**src/rtl/tmr_pkg.sv**
```systemverilog
package tmr_pkg;
   typedef enum logic [1:0] {
      TMR_IDLE  = 2'd0,
      TMR_ARMED = 2'd1,
      TMR_COUNT = 2'd2
   } tmr_state_e;

   localparam int unsigned TMR_MIN_W = 2;
   localparam int unsigned TMR_MAX_W = 32;
endpackage

```
**src/rtl/tmr_run_ctl.sv**
```systemverilog
module tmr_run_ctl
   import tmr_pkg::*;
(
   input  logic clk,
   input  logic rst_n,
   input  logic tick,
   input  logic start_wr,
   input  logic stop,
   output logic trig,
   output logic step,
   output logic running
);
   tmr_state_e st_q, st_d;

   always_comb begin
      st_d = st_q;
      unique case (st_q)
         TMR_IDLE:  if (start_wr) st_d = TMR_ARMED;
         TMR_ARMED: if (tick)     st_d = TMR_COUNT;
         default:   ;
      endcase
      if (stop) st_d = TMR_IDLE;
   end

   always_ff @(posedge clk or negedge rst_n) begin
      if (!rst_n) st_q <= TMR_IDLE;
      else        st_q <= st_d;
   end

   assign trig    = (st_q == TMR_ARMED) && tick && !stop;
   assign step    = (st_q == TMR_COUNT) && tick && !stop;
   assign running = (st_q != TMR_IDLE);
endmodule

```
**src/rtl/tmr_down_cnt.sv**
```systemverilog
module tmr_down_cnt #(
   parameter int unsigned W = 16
) (
   input  logic         clk,
   input  logic         rst_n,
   input  logic         load,
   input  logic         step,
   input  logic [W-1:0] reload,
   output logic [W-1:0] count,
   output logic         wrap
);
   logic [W-1:0] cnt_q;
   logic         at_zero;

   assign at_zero = (cnt_q == '0);
   assign wrap    = step && at_zero;

   always_ff @(posedge clk or negedge rst_n) begin
      if (!rst_n)            cnt_q <= '0;
      else if (load || wrap) cnt_q <= reload;
      else if (step)         cnt_q <= cnt_q - 1'b1;
   end

   assign count = cnt_q;
endmodule

```
**src/rtl/tmr_irq_gen.sv**
```systemverilog
module tmr_irq_gen #(
   parameter bit START_IRQ_EN = 1'b1
) (
   input  logic clk,
   input  logic rst_n,
   input  logic trig,
   input  logic wrap,
   input  logic mode_start,
   output logic irq,
   output logic start_pulse
);
   logic start_irq;

   if (START_IRQ_EN) begin : g_start_irq
      assign start_irq = trig & mode_start;
   end else begin : g_no_start_irq
      assign start_irq = trig & mode_start & 1'b0;
   end

   always_ff @(posedge clk or negedge rst_n) begin
      if (!rst_n) begin
         irq         <= 1'b0;
         start_pulse <= 1'b0;
      end else begin
         irq         <= wrap | start_irq;
         start_pulse <= trig;
      end
   end
endmodule

```
**src/rtl/rld_interval_timer.sv**
```systemverilog
module rld_interval_timer
   import tmr_pkg::*;
#(
   parameter int unsigned CNT_W        = 16,
   parameter bit          START_IRQ_EN = 1'b1
) (
   input  logic             clk,
   input  logic             rst_n,
   input  logic             tick,
   input  logic             start_wr,
   input  logic             stop,
   input  logic             mode_irq_start,
   input  logic             data_wr,
   input  logic [CNT_W-1:0] data_in,
   output logic [CNT_W-1:0] count,
   output logic             running,
   output logic             start_pulse,
   output logic             irq
);
   if (CNT_W < TMR_MIN_W || CNT_W > TMR_MAX_W) begin : g_bad_width
      $error("rld_interval_timer: CNT_W outside supported range");
   end

   logic [CNT_W-1:0] data_q;
   logic             trig, step, wrap;

   always_ff @(posedge clk or negedge rst_n) begin
      if (!rst_n)       data_q <= '0;
      else if (data_wr) data_q <= data_in;
   end

   tmr_run_ctl u_ctl (
      .clk(clk), .rst_n(rst_n), .tick(tick), .start_wr(start_wr),
      .stop(stop), .trig(trig), .step(step), .running(running)
   );

   tmr_down_cnt #(.W(CNT_W)) u_cnt (
      .clk(clk), .rst_n(rst_n), .load(trig), .step(step),
      .reload(data_q), .count(count), .wrap(wrap)
   );

   tmr_irq_gen #(.START_IRQ_EN(START_IRQ_EN)) u_irq (
      .clk(clk), .rst_n(rst_n), .trig(trig), .wrap(wrap),
      .mode_start(mode_irq_start), .irq(irq), .start_pulse(start_pulse)
   );
endmodule

```
**config.mk**
```make
export PLATFORM = sky130hd
export DESIGN_NAME = rld_interval_timer
export DESIGN_NICKNAME = d
export VERILOG_FILES = /design/src/rtl/tmr_pkg.sv /design/src/rtl/tmr_run_ctl.sv /design/src/rtl/tmr_down_cnt.sv /design/src/rtl/tmr_irq_gen.sv /design/src/rtl/rld_interval_timer.sv
export SDC_FILE = /design/constraint.sdc
export NUM_CORES = 1
export LEC_CHECK = 0
export BUFFER_PORTS_ARGS = -buffer_cell sky130_fd_sc_hd__buf_2
export CAP_MARGIN = 30
export CORE_AREA = 4 4 76 78
export CTS_BUF_LIST = sky130_fd_sc_hd__clkbuf_8 sky130_fd_sc_hd__clkbuf_16
export DETAILED_ROUTE_END_ITERATION = 16
export DIE_AREA = 0 0 80 82
export GPL_TIMING_DRIVEN = 0
export PLACE_DENSITY_LB_ADDON = 0.1
export SYNTH_ARGS = -nofsm -noshare
export SYNTH_HDL_FRONTEND = slang
export SYNTH_SLANG_ARGS = --single-unit
```
**constraint.sdc**
```tcl
create_clock -name clk -period 1.6 [get_ports clk]
set_input_delay 0.08 -clock clk [delete_from_list [all_inputs] [get_ports clk]]
set_output_delay 0.08 -clock clk [all_outputs]
set_load 0.01 [all_outputs]
```
After elaboration in Yosys (flattened, before gate mapping) --
Index checks and enable logic that the tools add are counted.
Storage, ports and cells: register bits 36, output and inout port bits 19
Cells by class: add/subtract/negate cells 1, equal/unequal tests 4, mux-type cells 6, bitwise logic cells 2, reductions and logical operators 13
Operator list (number):
- $mux W16 | 2
- $logic_not A16 Y1 | 1
- $sub A16 B1 Y16 const B | 1
- $mux W2 | 3
- $ne A3 B3 Y1 const B | 2
- $logic_and A1 B1 Y1 | 5
- $pmux W2 S2 | 1
- $reduce_bool A2 Y1 | 2
- $reduce_and A3 Y1 | 1
- $reduce_bool A3 Y1 | 1
- $eq A2 B1 Y1 const B | 1
- $eq A2 B2 Y1 const B | 1
- $logic_not A2 Y1 | 1
- $and A1 B1 Y1 | 1
- $logic_not A1 Y1 | 1
- $logic_or A1 B1 Y1 | 1
- $or A1 B1 Y1 | 1

Longest topological paths before layout --
Gate-level depths: netlist of run 1.
depth after elaboration 6, gate-level depth with buffers 8, gate-level depth less buffers 7

Modules after synthesis --
A second synthesis of run 1 with hierarchy kept.
Second synthesis, totals: cell total of the unflattened synthesis 131, area total of the unflattened synthesis 1836.8 um2
Modules (own cells, without submodules):
- tmr_down_cnt | times used 1, cells an instance 83, area each 1006.0 um2
- rld_interval_timer | times used 1, cells an instance 34, area each 649.4 um2
- tmr_run_ctl | times used 1, cells an instance 11, area each 123.9 um2
- tmr_irq_gen | times used 1, cells an instance 3, area each 57.6 um2

Worst setup path before layout of run 1 --
OpenSTA, ideal clock, no wires.
path kind register to register, start point register u_cnt.cnt_q[0], in the netlist u_cnt.count[0], end point register u_cnt.cnt_q[1], in the netlist u_cnt.count[1], arrival time 1.655 ns, data required time 1.475 ns, setup slack -0.180 ns, cell stages (with the launch flop) 7, buffers on the path 0, cells stage by stage dfrtp_1 > inv_1 > ha_1 > and2b_2 > nor3b_4 > a31oi_4 > mux2_4
Between the ends: word-level cells in the longest chain between the ends 4, elaborated cells on any way between the ends 7, classes of those cells 1 x add/sub; 2 x mux; 4 x reduce/logical
Ends and longest elaborated chain:
- start, declared | RTL line tmr_down_cnt.sv:12 | logic [W-1:0] cnt_q;
- start signal, assigned | RTL line tmr_down_cnt.sv:20 | else if (load || wrap) cnt_q <= reload;
- start signal, assigned | RTL line tmr_down_cnt.sv:21 | else if (step) cnt_q <= cnt_q - 1'b1;
- parallel branches: the longest is 4 deep, another holds $sub A16 B1 Y16
Parallel ways; which one is timed is not known. The select of a mux whose other input is x is not followed. A chain may end at the register's enable or synchronous reset.

Worst setup path in the final report of run 1 --
start point register u_cnt.cnt_q[12], in the netlist u_cnt.count[12], end point register u_cnt.cnt_q[7], in the netlist u_cnt.count[7]
Between the ends: word-level cells in the longest chain between the ends 4, elaborated cells on any way between the ends 5, classes of those cells 1 x mux; 4 x reduce/logical
Ends and longest elaborated chain:
- $logic_not A16 Y1 (*) | RTL line tmr_down_cnt.sv:15 | assign at_zero = (cnt_q == '0);
- $logic_and A1 B1 Y1 (*) | RTL line tmr_down_cnt.sv:16 | assign wrap = step && at_zero;
- $logic_or A1 B1 Y1 (*) | RTL line tmr_down_cnt.sv:20
- $mux W16 or $reduce_bool A2 Y1 (tied branches)
Mark *: on every way between the ends. The rest lies on a longest branch, timed or not.

==> flow_summary_export.csv, run 1 <==
group,metric,value,unit
outcome,run_status,"finished with violations",
outcome,violations_in_the_final_reports,"setup timing",
timing,grt_setup_unrepaired,"true",
clocking,clock-sinks,36,
die,dieArea,6560,um^2
power,p_switching,973,uW
worst_setup_path,worstSetupEndpoint,"u_cnt.count[7]$_DFFE_PN0P_",
min_path,holdCritPathClass,"input port to flop",
timing,layout_setup_ws,-0.114,ns
drt,drt_iter0_markers,43,
timing,timing.fmax,0.583,GHz
power,p_leak,0.00103,uW
logic_synthesis,async_flop_share,1.00,
clocking,cell_chosen_for_the_clock_root,"sky130_fd_sc_hd__clkbuf_8",
worst_setup_path,path_class,"flop to flop",
global_routing,global_route.overflow_total,0,
final_layout,areaGrowthSynthToFinish,35.4,%
logic_synthesis,yosys.cell_count.top_type,"sky130_fd_sc_hd__dfrtp_1",
timing,timing.hold.ws,0.0234,ns
power,power-per-cell-area,1210,nW/um^2
final_layout,antennaDiodeCount,0,
logic_synthesis,ys_seq_area_frac,0.511,
die,num_io_pins,42,
die,placeableCoreArea,5070,um^2
worst_setup_path,cpPeakStageDelay,0.56,ns
clocking,tritoncts,"built",
final_layout,multi_input_logic_area,930,um^2
timing,ratio_of_final_minimum_period_to_clock_period,1.07,
logic_synthesis,synthesis.area_per_instance,11.2,um^2
flow_run,max_cap_violations,0,
power,share_seq_of_total_power,0.469,
place,place_congestion,0.772,
worst_setup_path,r2r-start,"u_cnt.count[12]$_DFFE_PN0P_",
global_routing,busiest_layer,"met2",
worst_setup_path,crit_chain,"or4_4 > nor2b_4 > a31oi_4 > buf_8 > nor2_1 > a21oi_1",
logic_synthesis,synth_cell_types,39,
timing,setup_total_negative_slack,-1.39,ns
power,combPwrFrac,0.309,
final_layout,post_layout_net_count,241,
power,sw_frac_of_total,0.337,
global_routing,initial_antenna_violation_count,0,
timing,final_max_slew_viol_count,0,
worst_setup_path,crit_path_max_fanout,10,
clocking,clk_pin_slew_worst_paths,0.07,ns
timing,hold_violations,0,
clocking,worst_skew_pair.late_latency,0.28,ns
global_routing,grt.met3_usage,0.0417,
logic_synthesis,syn-num-nets,181,
global_routing,grt_first_pass_wirelength,6840,um
final_layout,final.fill_count,512,
timing,clock_skew,0.00580,ns
timing,max_slew.worst_pin.slew,0.825,ns
place,buffer_ports.inserted,40,
logic_synthesis,synth-seq-cells,36,
worst_setup_path,cp.arrival,1.88,ns
global_routing,grtUsageMet2,0.234,
global_routing,grt_start_max_net_pins,37,
drt,vias,1380,
logic_synthesis,synthCells,157,
power,clock_power_share,0.223,
clocking,cts_inserted_buffers,5,
global_routing,grt_pass1_vias,1446,
drt,drt_pass1_iterations,4,
logic_synthesis,synth_enable_flop_cells,0,
final_layout,register_area,905,um^2
logic_synthesis,yosysWarningCount,0,
worst_setup_path,ff2ff_path_depth,6,
logic_synthesis,synth.top_cells.by_count,"sky130_fd_sc_hd__dfrtp_1, sky130_fd_sc_hd__nor2_1, sky130_fd_sc_hd__mux2_2",
worst_setup_path,critical_path_required,1.77,ns
die,dieHeight,82,um
place,dpl-instance-area,2070,um^2
logic_synthesis,mappedNetlistArea,1760,um^2
logic_synthesis,post_synth_main_area_contributors,"sky130_fd_sc_hd__dfrtp_1, sky130_fd_sc_hd__mux2_2, sky130_fd_sc_hd__nor2_1",
worst_setup_path,critPathLaunch,"u_cnt.count[12]$_DFFE_PN0P_",
die,die_w,80,um
place,detailedPlacementHpwl,2820,um
worst_setup_path,crit_path_launch_type,"flop",
global_routing,track_usage,0.137,
final_layout,final_design_area_no_fill,2390,um^2
logic_synthesis,netlist.area_leader.share,0.511,
logic_synthesis,synth_flop_cell,"sky130_fd_sc_hd__dfrtp_1",
worst_setup_path,worstSetupEndpointType,"flop",
drt,antenna_left,0,
drt,wl,4110,um
clocking,total_number_of_h_tree_levels,2,
timing,finalCriticalPeriod,1.71,ns
power,power.ir.vdd_worst,0.000458,V
worst_setup_path,r2r_setup_slack,-0.11,ns
clocking,number_of_buffers_on_the_longest_clock_path,2,
logic_synthesis,synth_top_area_cell,"sky130_fd_sc_hd__dfrtp_1",
drt,drc,0,
timing,final-setup-viol-count,16,
global_routing,use_met1,0.166,
drt,drt-wirelength-per-cell,14.3,um
final_layout,share_of_final_layout_standard_cells_stronger_than_drive_strength_1,0.495,
worst_setup_path,critPathSlowestCell,"sky130_fd_sc_hd__or4_4",
die,rows,26,
power,p_int,1920,uW
worst_setup_path,timing.rr.end,"u_cnt.count[7]$_DFFE_PN0P_",
die,initial_utilization,0.348,
timing,worst_slew_slack_as_a_fraction_of_its_limit,0.450,
min_path,hold_start,"data_in[12]",
drt,vias_per_cell,4.79,
## layer usage
metal	wire length, um	up-vias
li1	-	669
met5	0	-
met3	200	6
met1	1830	671
met4	49	0
met2	2030	34
## per-stage QoR
stage | worst slack [ns] | utilization | cells | total power (uW)
6_report | -0.114 | 0.471 | 288 | 2890
5_1_grt | -0.197 | 0.471 | 288 | 3100
4_1_cts | -0.112 | 0.459 | 287 | 2920
3_5_place_dp | -0.335 | 0.408 | 267 | 2110
3_3_place_gp | -0.273 | 0.408 | 267 | 2100
2_1_floorplan | -0.124 | - | 157 | 1800
## worst min-delay path by stage
| stage | end | slack, ns | cells past startpoint |
|---|---|---|---|
| 6_report | data_q[12]$_DFFE_PN0P_ | 0.02 | 2 |
| 2_1_floorplan | data_q[0]$_DFFE_PN0P_ | -0.22 | 0 |
| 4_1_cts | data_q[12]$_DFFE_PN0P_ | 0.01 | 2 |
| 5_1_grt | data_q[12]$_DFFE_PN0P_ | 0.009 | 2 |
| 3_3_place_gp | data_q[1]$_DFFE_PN0P_ | 0.21 | 1 |
| 3_5_place_dp | data_q[1]$_DFFE_PN0P_ | 0.23 | 1 |
## registers in the layout (all words and copies together), names as in the netlist
name               count
u_ctl.st_q             2
data_q                16
u_cnt.count           16
u_irq.irq              1
u_irq.start_pulse      1
## cell type report
cell class                 count  area share
tap                           70      0.0367
sequential                    36       0.379
clock buffer                   6      0.0346
clock inverter                 2     0.00314
inverter                       5     0.00786
multi-input combinational    111       0.389
buffer                         5      0.0173
timing repair buffer          53       0.133
## power by group through the flow
stage	Sequential (uW)	Clock, uW	Combinational (uW)
finish	1360	644	892
global route	1400	722	984
CTS	1340	674	899
detailed placement	1350	0	765
global placement	1340	0	762
floorplan	1380	0	422
## worst max-delay path, delay by kind of cell (launching register included)
kind                   cells  cell delay, ns
DFF                        1            0.41
and+or+nand+nor            3            0.81
AOI/OAI and AO/OA          2            0.19
buffers and inverters      1            0.19
## placed cells by master, fill, tap and decap left out, types with 2 or more instances in the layout
master                          instances
sky130_fd_sc_hd__a21oi_1               11
sky130_fd_sc_hd__a21oi_2                4
sky130_fd_sc_hd__buf_2                 40
sky130_fd_sc_hd__buf_4                  7
sky130_fd_sc_hd__buf_6                  4
sky130_fd_sc_hd__clkbuf_1               2
sky130_fd_sc_hd__clkbuf_8               6
sky130_fd_sc_hd__dfrtp_1               33
sky130_fd_sc_hd__dfrtp_2                3
sky130_fd_sc_hd__dlygate4sd3_1          3
sky130_fd_sc_hd__inv_1                  4
sky130_fd_sc_hd__inv_2                  2
sky130_fd_sc_hd__mux2_2                16
sky130_fd_sc_hd__nand2_1                9
sky130_fd_sc_hd__nand3_1                5
sky130_fd_sc_hd__nand4b_1               3
sky130_fd_sc_hd__nor2_1                12
sky130_fd_sc_hd__nor2_2                 3
sky130_fd_sc_hd__nor2_4                 6
sky130_fd_sc_hd__o211ai_1               2
sky130_fd_sc_hd__o21ai_0                3
sky130_fd_sc_hd__xnor2_1                4
sky130_fd_sc_hd__xor2_1                 9
## logic make-up after synthesis
group,share of synthesized area
XOR/XNOR,0.0645
AO/OA/AOI/OAI,0.0766
multiplexers,0.111
adder cells (fa/ha/maj),0.00709
buffers and inverters,0.0319
flip-flops,0.511
AND/OR/NAND/NOR,0.199
## timing repair
action | CTS | global route
endpoints found under the hold margin | 39 | 0
pin swaps | 5 | 8
hold buffers | 3 | 0
gates cloned | 0 | 0
resized for setup | 17 | 14
setup buffers | 9 | 1
endpoints found under the setup margin | 16 | 16
No activity file was read; power rests on OpenSTA's default activity.
==> run 2, diff against run 1 <==
--- a/config.mk
+++ b/config.mk
@@ -13,6 +13,7 @@
 export DIE_AREA = 0 0 80 82
 export GPL_TIMING_DRIVEN = 0
 export PLACE_DENSITY_LB_ADDON = 0.1
+export SKIP_CTS_REPAIR_TIMING = 1
 export SYNTH_ARGS = -nofsm -noshare
 export SYNTH_HDL_FRONTEND = slang
 export SYNTH_SLANG_ARGS = --single-unit
==> run 2 against run 1 <==
Against the previous run: the flow finishes with violations (hold timing, setup timing); total power increased by 0.81%; maximum frequency decreased by 6.3%; via count increased by 0.29%; sequential share of layout area increased by 0.75 points; critical path depth unchanged.
==> flow_summary_export.csv, run 2 (synthesis results as in run 1) <==
group,metric,value,unit
outcome,run_status,"finished with violations",
outcome,violations_in_the_final_reports,"hold timing, setup timing",
clocking,cell_chosen_for_the_clock_root,"sky130_fd_sc_hd__clkbuf_8",
global_routing,track_usage,0.128,
final_layout,antennaDiodeCount,0,
drt,drt_pass1_iterations,4,
place,place_congestion,0.772,
worst_setup_path,critPathBufInv,1,
place,buffer_ports.inserted,40,
flow_run,max_cap_violations,0,
timing,finalCriticalPeriod,1.83,ns
die,initial_utilization,0.348,
worst_setup_path,cpPeakStageDelay,0.44,ns
die,dieHeight,82,um
timing,layout_setup_ws,-0.229,ns
worst_setup_path,crit_path_max_fanout,7,
final_layout,layout.cells.most_common,"sky130_fd_sc_hd__buf_2",
worst_setup_path,critical_path_required,1.77,ns
power,power.ir.vdd_worst,0.000456,V
clocking,clock-sinks,36,
final_layout,final.fill_count,516,
worst_setup_path,crit_path_launch_type,"flop",
timing,final_max_slew_viol_count,0,
power,sw_frac_of_total,0.334,
clocking,tritoncts,"built",
drt,drt-wirelength-per-cell,14.2,um
power,p_int,1940,uW
drt,vias_per_cell,4.79,
place,detailedPlacementHpwl,2820,um
worst_setup_path,critPathSlowestCell,"sky130_fd_sc_hd__dfrtp_1",
power,p_switching,973,uW
worst_setup_path,worstSetupEndpointType,"flop",
clocking,number_of_buffers_on_the_longest_clock_path,2,
clocking,clk_pin_slew_worst_paths,0.06,ns
drt,wl,4110,um
timing,clock_skew,0.00715,ns
power,clock_power_share,0.221,
power,power-per-cell-area,1250,nW/um^2
drt,drc,0,
worst_setup_path,path_class,"flop to flop",
timing,grt_setup_unrepaired,"true",
timing,timing.hold.ws,-0.00687,ns
global_routing,grt_start_max_net_pins,37,
min_path,holdCritPathClass,"input port to flop",
drt,drt_iter0_markers,99,
place,pre_cts_slack,-0.335,ns
global_routing,initial_antenna_violation_count,0,
final_layout,final_design_area_no_fill,2330,um^2
power,combPwrFrac,0.313,
power,p_leak,0.00103,uW
timing,timing.fmax,0.547,GHz
die,dieArea,6560,um^2
clocking,cts_inserted_buffers,5,
timing,worst_slew_slack_as_a_fraction_of_its_limit,0.446,
timing,hold_violations,1,
timing,ratio_of_final_minimum_period_to_clock_period,1.14,
worst_setup_path,cp.arrival,1.99,ns
die,placeableCoreArea,5070,um^2
power,post-layout-total-power,2910,uW
final_layout,post_layout_net_count,242,
final_layout,share_of_final_layout_standard_cells_stronger_than_drive_strength_1,0.457,
drt,vias,1384,
die,rows,26,
place,dpl-instance-area,2070,um^2
global_routing,grt_pass1_vias,1346,
worst_setup_path,worst_path_dominant_cell_family,"flip-flops",
clocking,worst_skew_pair.late_latency,0.28,ns
power,share_seq_of_total_power,0.465,
die,die_w,80,um
drt,antenna_left,0,
worst_setup_path,crit_chain,"inv_2 > ha_4 > and2b_2 > nor3b_4 > a31oi_4 > mux2_4",
global_routing,grt_first_pass_wirelength,6400,um
die,num_io_pins,42,
final_layout,mostFrequentLayoutCells,"sky130_fd_sc_hd__buf_2, sky130_fd_sc_hd__dfrtp_1, sky130_fd_sc_hd__nor2_1, sky130_fd_sc_hd__mux2_2, sky130_fd_sc_hd__buf_4",
final_layout,areaGrowthSynthToFinish,32.2,%
timing,final-setup-viol-count,16,
clocking,total_number_of_h_tree_levels,2,
timing,max_slew.worst_pin.slew,0.831,ns
global_routing,global_route.overflow_total,0,
## run 2: layout make-up
cell class	instances	area, um^2	share of cell area
plain buffers	5	37.5	0.0161
multi-input cells	111	880	0.377
clock buffers	6	82.6	0.0354
inverters	5	18.8	0.00805
clock inverters	2	7.51	0.00322
flip-flops and latches	36	901	0.386
well taps	70	87.6	0.0376
repair buffers	54	318	0.136
## run 2: path summary, 6_finish.rpt
path	start	to	slack, ns	cells past startpoint
worst max-delay path	u_cnt.count[1]$_DFFE_PN0P_	u_cnt.count[1]$_DFFE_PN0P_	-0.23	6
max in group asynchronous	rst_n	u_cnt.count[1]$_DFFE_PN0P_	0.64	2
worst min register to register	data_q[12]$_DFFE_PN0P_	u_cnt.count[12]$_DFFE_PN0P_	0.50	2
min in group asynchronous	rst_n	data_q[14]$_DFFE_PN0P_	0.42	2
worst min-delay path	mode_irq_start	u_irq.irq$_DFF_PN0_	-0.007	3
worst max register to register	u_cnt.count[1]$_DFFE_PN0P_	u_cnt.count[1]$_DFFE_PN0P_	-0.23	6
## run 2: layer usage
metal	up-vias	share of wire	global-route usage
met4	0	0.0083	0.0405
met3	5	0.050	0.0417
li1	671	-	-
met1	668	0.45	0.163
met5	-	0	0
met2	40	0.49	0.208
## run 2: worst register-to-register path, cell delays in order (launching register included)
cell and delay, ns:
sky130_fd_sc_hd__dfrtp_1 0.44, sky130_fd_sc_hd__inv_2 0.08, sky130_fd_sc_hd__ha_4 0.16, sky130_fd_sc_hd__and2b_2 0.19
sky130_fd_sc_hd__nor3b_4 0.17, sky130_fd_sc_hd__a31oi_4 0.35, sky130_fd_sc_hd__mux2_4 0.33
## run 2: metrics by stage
| stage | utilization | hold WS, ns | setup TNS [ns] | std cells |
|---|---|---|---|---|
| after floorplan | - | -0.216 | -0.989 | 157 |
| after global placement | 0.408 | 0.208 | -3.66 | 267 |
| after detailed placement | 0.408 | 0.226 | -3.72 | 267 |
| after CTS | 0.426 | -0.0896 | -3.99 | 275 |
| after global routing | 0.460 | 0.00478 | -3.96 | 289 |
| final | 0.460 | -0.00687 | -2.79 | 289 |
## run 2: power by group through the flow
stage               logic (uW)  clock network [uW]  registers, uW
floorplan                  422                   0           1380
global route               997                 723           1390
global placement           762                   0           1340
detailed placement         765                   0           1350
CTS                        773                 674           1330
finish                     914                 645           1360
==> run 3, diff against run 2 <==
--- a/config.mk
+++ b/config.mk
@@ -13,7 +13,9 @@
 export DIE_AREA = 0 0 80 82
 export GPL_TIMING_DRIVEN = 0
 export PLACE_DENSITY_LB_ADDON = 0.1
+export SETUP_SLACK_MARGIN = 0.15
 export SKIP_CTS_REPAIR_TIMING = 1
+export SLEW_MARGIN = 20
 export SYNTH_ARGS = -nofsm -noshare
 export SYNTH_HDL_FRONTEND = slang
 export SYNTH_SLANG_ARGS = --single-unit
==> run 3 against run 2 <==
Against the previous run: largest power group unchanged; die area unchanged; final cell count down 1.0%; global-route usage up 0.067 points; setup slack better by 0.027 ns; cell area up 1.9%; core utilization up 0.89 points; clock power about the same; sequential share of layout area down 0.63 points; the flow still finishes with violations (hold timing, setup timing); highest routed layer unchanged; wire length up 2.3%; register-to-register slack better by 0.03 ns.
==> flow_summary_export.csv, run 3 (synthesis results as in run 1) <==
group,metric,value,unit
flow_run,max_cap_violations,0,
timing,ratio_of_final_minimum_period_to_clock_period,1.13,
worst_setup_path,r2r_setup_slack,-0.20,ns
worst_setup_path,crit_path_max_fanout,5,
timing,timing.hold.ws,-0.00630,ns
worst_setup_path,r2r-start,"u_cnt.count[11]$_DFFE_PN0P_",
global_routing,initial_antenna_violation_count,0,
timing,timing.fmax,0.555,GHz
timing,max_slew.worst_pin.slew,0.828,ns
outcome,violations_in_the_final_reports,"hold timing, setup timing",
power,clock_power_share,0.224,
min_path,min_delay_worst_endpoint,"u_irq.irq$_DFF_PN0_",
min_path,holdCritPathClass,"input port to flop",
global_routing,grt_pass1_vias,1371,
drt,vias,1390,
die,placeableCoreArea,5070,um^2
timing,finalCriticalPeriod,1.80,ns
final_layout,multi_input_logic_area,937,um^2
min_path,cells_on_worst_hold_path,3,
worst_setup_path,critPathSlowestCell,"sky130_fd_sc_hd__or4_4",
clocking,tritoncts,"built",
timing,clock_skew,0.00217,ns
drt,drt_pass1_iterations,4,
drt,drc,0,
timing,final-setup-viol-count,16,
clocking,clk_pin_slew_worst_paths,0.07,ns
power,power.ir.vdd_worst,0.000622,V
die,num_io_pins,42,
timing,layout_setup_ws,-0.202,ns
final_layout,post_layout_net_count,239,
power,combPwrFrac,0.302,
clocking,cell_chosen_for_the_clock_root,"sky130_fd_sc_hd__clkbuf_8",
worst_setup_path,ff2ff_path_depth,4,
worst_setup_path,crit_path_launch_type,"flop",
global_routing,track_usage,0.129,
final_layout,final.fill_count,514,
power,power-per-cell-area,1210,nW/um^2
worst_setup_path,cp.arrival,1.97,ns
clocking,total_number_of_h_tree_levels,2,
global_routing,global_route.overflow_total,0,
power,share_seq_of_total_power,0.474,
worst_setup_path,critPathLaunch,"u_cnt.count[11]$_DFFE_PN0P_",
die,rows,26,
final_layout,layout.cells.most_common,"sky130_fd_sc_hd__buf_2",
worst_setup_path,path_class,"flop to flop",
clocking,cts_inserted_buffers,5,
final_layout,mostFrequentLayoutCells,"sky130_fd_sc_hd__buf_2, sky130_fd_sc_hd__dfrtp_1, sky130_fd_sc_hd__mux2_2, sky130_fd_sc_hd__nor2_1",
final_layout,areaGrowthSynthToFinish,34.8,%
timing,final_max_slew_viol_count,0,
drt,drt-wirelength-per-cell,14.7,um
die,dieArea,6560,um^2
worst_setup_path,critical_path_required,1.77,ns
place,detailedPlacementHpwl,2830,um
worst_setup_path,timing.rr.end,"u_cnt.count[1]$_DFFE_PN0P_",
final_layout,share_of_final_layout_standard_cells_stronger_than_drive_strength_1,0.505,
drt,drt_iter0_markers,66,
power,p_switching,975,uW
power,post-layout-total-power,2880,uW
min_path,hold_start,"mode_irq_start",
worst_setup_path,cpPeakStageDelay,0.59,ns
outcome,run_status,"finished with violations",
clocking,number_of_buffers_on_the_longest_clock_path,2,
drt,antenna_left,0,
drt,wl,4200,um
global_routing,grt_first_pass_wirelength,6460,um
power,p_int,1900,uW
timing,worst_slew_slack_as_a_fraction_of_its_limit,0.448,
die,initial_utilization,0.348,
drt,vias_per_cell,4.86,
power,p_leak,0.00103,uW
clocking,worst_skew_pair.late_latency,0.28,ns
worst_setup_path,worstSetupEndpointType,"flop",
final_layout,register_area,903,um^2
place,place_congestion,0.755,
worst_setup_path,crit_chain,"or4_4 > nor2b_4 > a31oi_4 > mux2_4",
timing,hold_violations,1,
global_routing,grt_start_max_net_pins,37,
timing,grt_setup_unrepaired,"true",
place,pre_cts_slack,-0.320,ns
die,die_w,80,um
die,dieHeight,82,um
place,buffer_ports.inserted,40,
power,sw_frac_of_total,0.339,
clocking,clock-sinks,36,
final_layout,antennaDiodeCount,0,
==> run 3: worst max-delay path, delay by kind of cell (launching register included) <==
family / cells / cell delay (ns)
and+or+nand+nor: 2 / 0.79
DFF: 1 / 0.40
AOI/OAI and AO/OA: 1 / 0.17
muxes: 1 / 0.33
==> run 3: worst max path at each step <==
| stage | to | slack [ns] | depth (start not counted) |
|---|---|---|---|
| after floorplan | u_cnt.count[1]$_DFFE_PN0P_ | -0.12 | 6 |
| after global placement | u_cnt.count[15]$_DFFE_PN0P_ | -0.28 | 5 |
| after detailed placement | u_cnt.count[15]$_DFFE_PN0P_ | -0.32 | 5 |
| after CTS | u_cnt.count[15]$_DFFE_PN0P_ | -0.32 | 5 |
| after global routing | u_cnt.count[15]$_DFFE_PN0P_ | -0.30 | 4 |
| final | u_cnt.count[1]$_DFFE_PN0P_ | -0.20 | 4 |
==> run 3: final cells by class <==
class,count,share of cell area
Tap cell,70,0.0368
Clock buffer,6,0.0347
Sequential cell,36,0.380
Inverter,5,0.00789
Multi-Input combinational cell,112,0.394
Clock inverter,2,0.00316
Timing Repair Buffer,50,0.126
Buffer,5,0.0174
==> run 3: per-layer routing <==
layer	up-vias	track usage	share of wire
met2	30	0.209	0.49
met1	685	0.164	0.45
met5	-	0	0
li1	668	-	-
met3	7	0.0351	0.051
met4	0	0.0507	0.015
==> run 3: metrics by stage <==
step                      hold slack [ns]  std cells   util  setup TNS [ns]  cell area (um^2)
after floorplan                    -0.216        157      -          -0.997              1790
after CTS                         -0.0943        275  0.427           -4.26              2170
final                            -0.00630        286  0.468           -2.59              2380
after global routing              0.00508        286  0.468           -3.86              2380
after global placement              0.208        267  0.409           -3.63              2080
after detailed placement            0.222        267  0.409           -3.99              2080
==> run 3: power by group through the flow <==
stage / clock network (uW) / registers (uW) / logic (uW)
3_5_place_dp: 0 / 1350 / 766
5_1_grt: 709 / 1400 / 956
4_1_cts: 680 / 1330 / 775
2_1_floorplan: 0 / 1380 / 423
3_3_place_gp: 0 / 1340 / 763
6_report: 645 / 1360 / 870
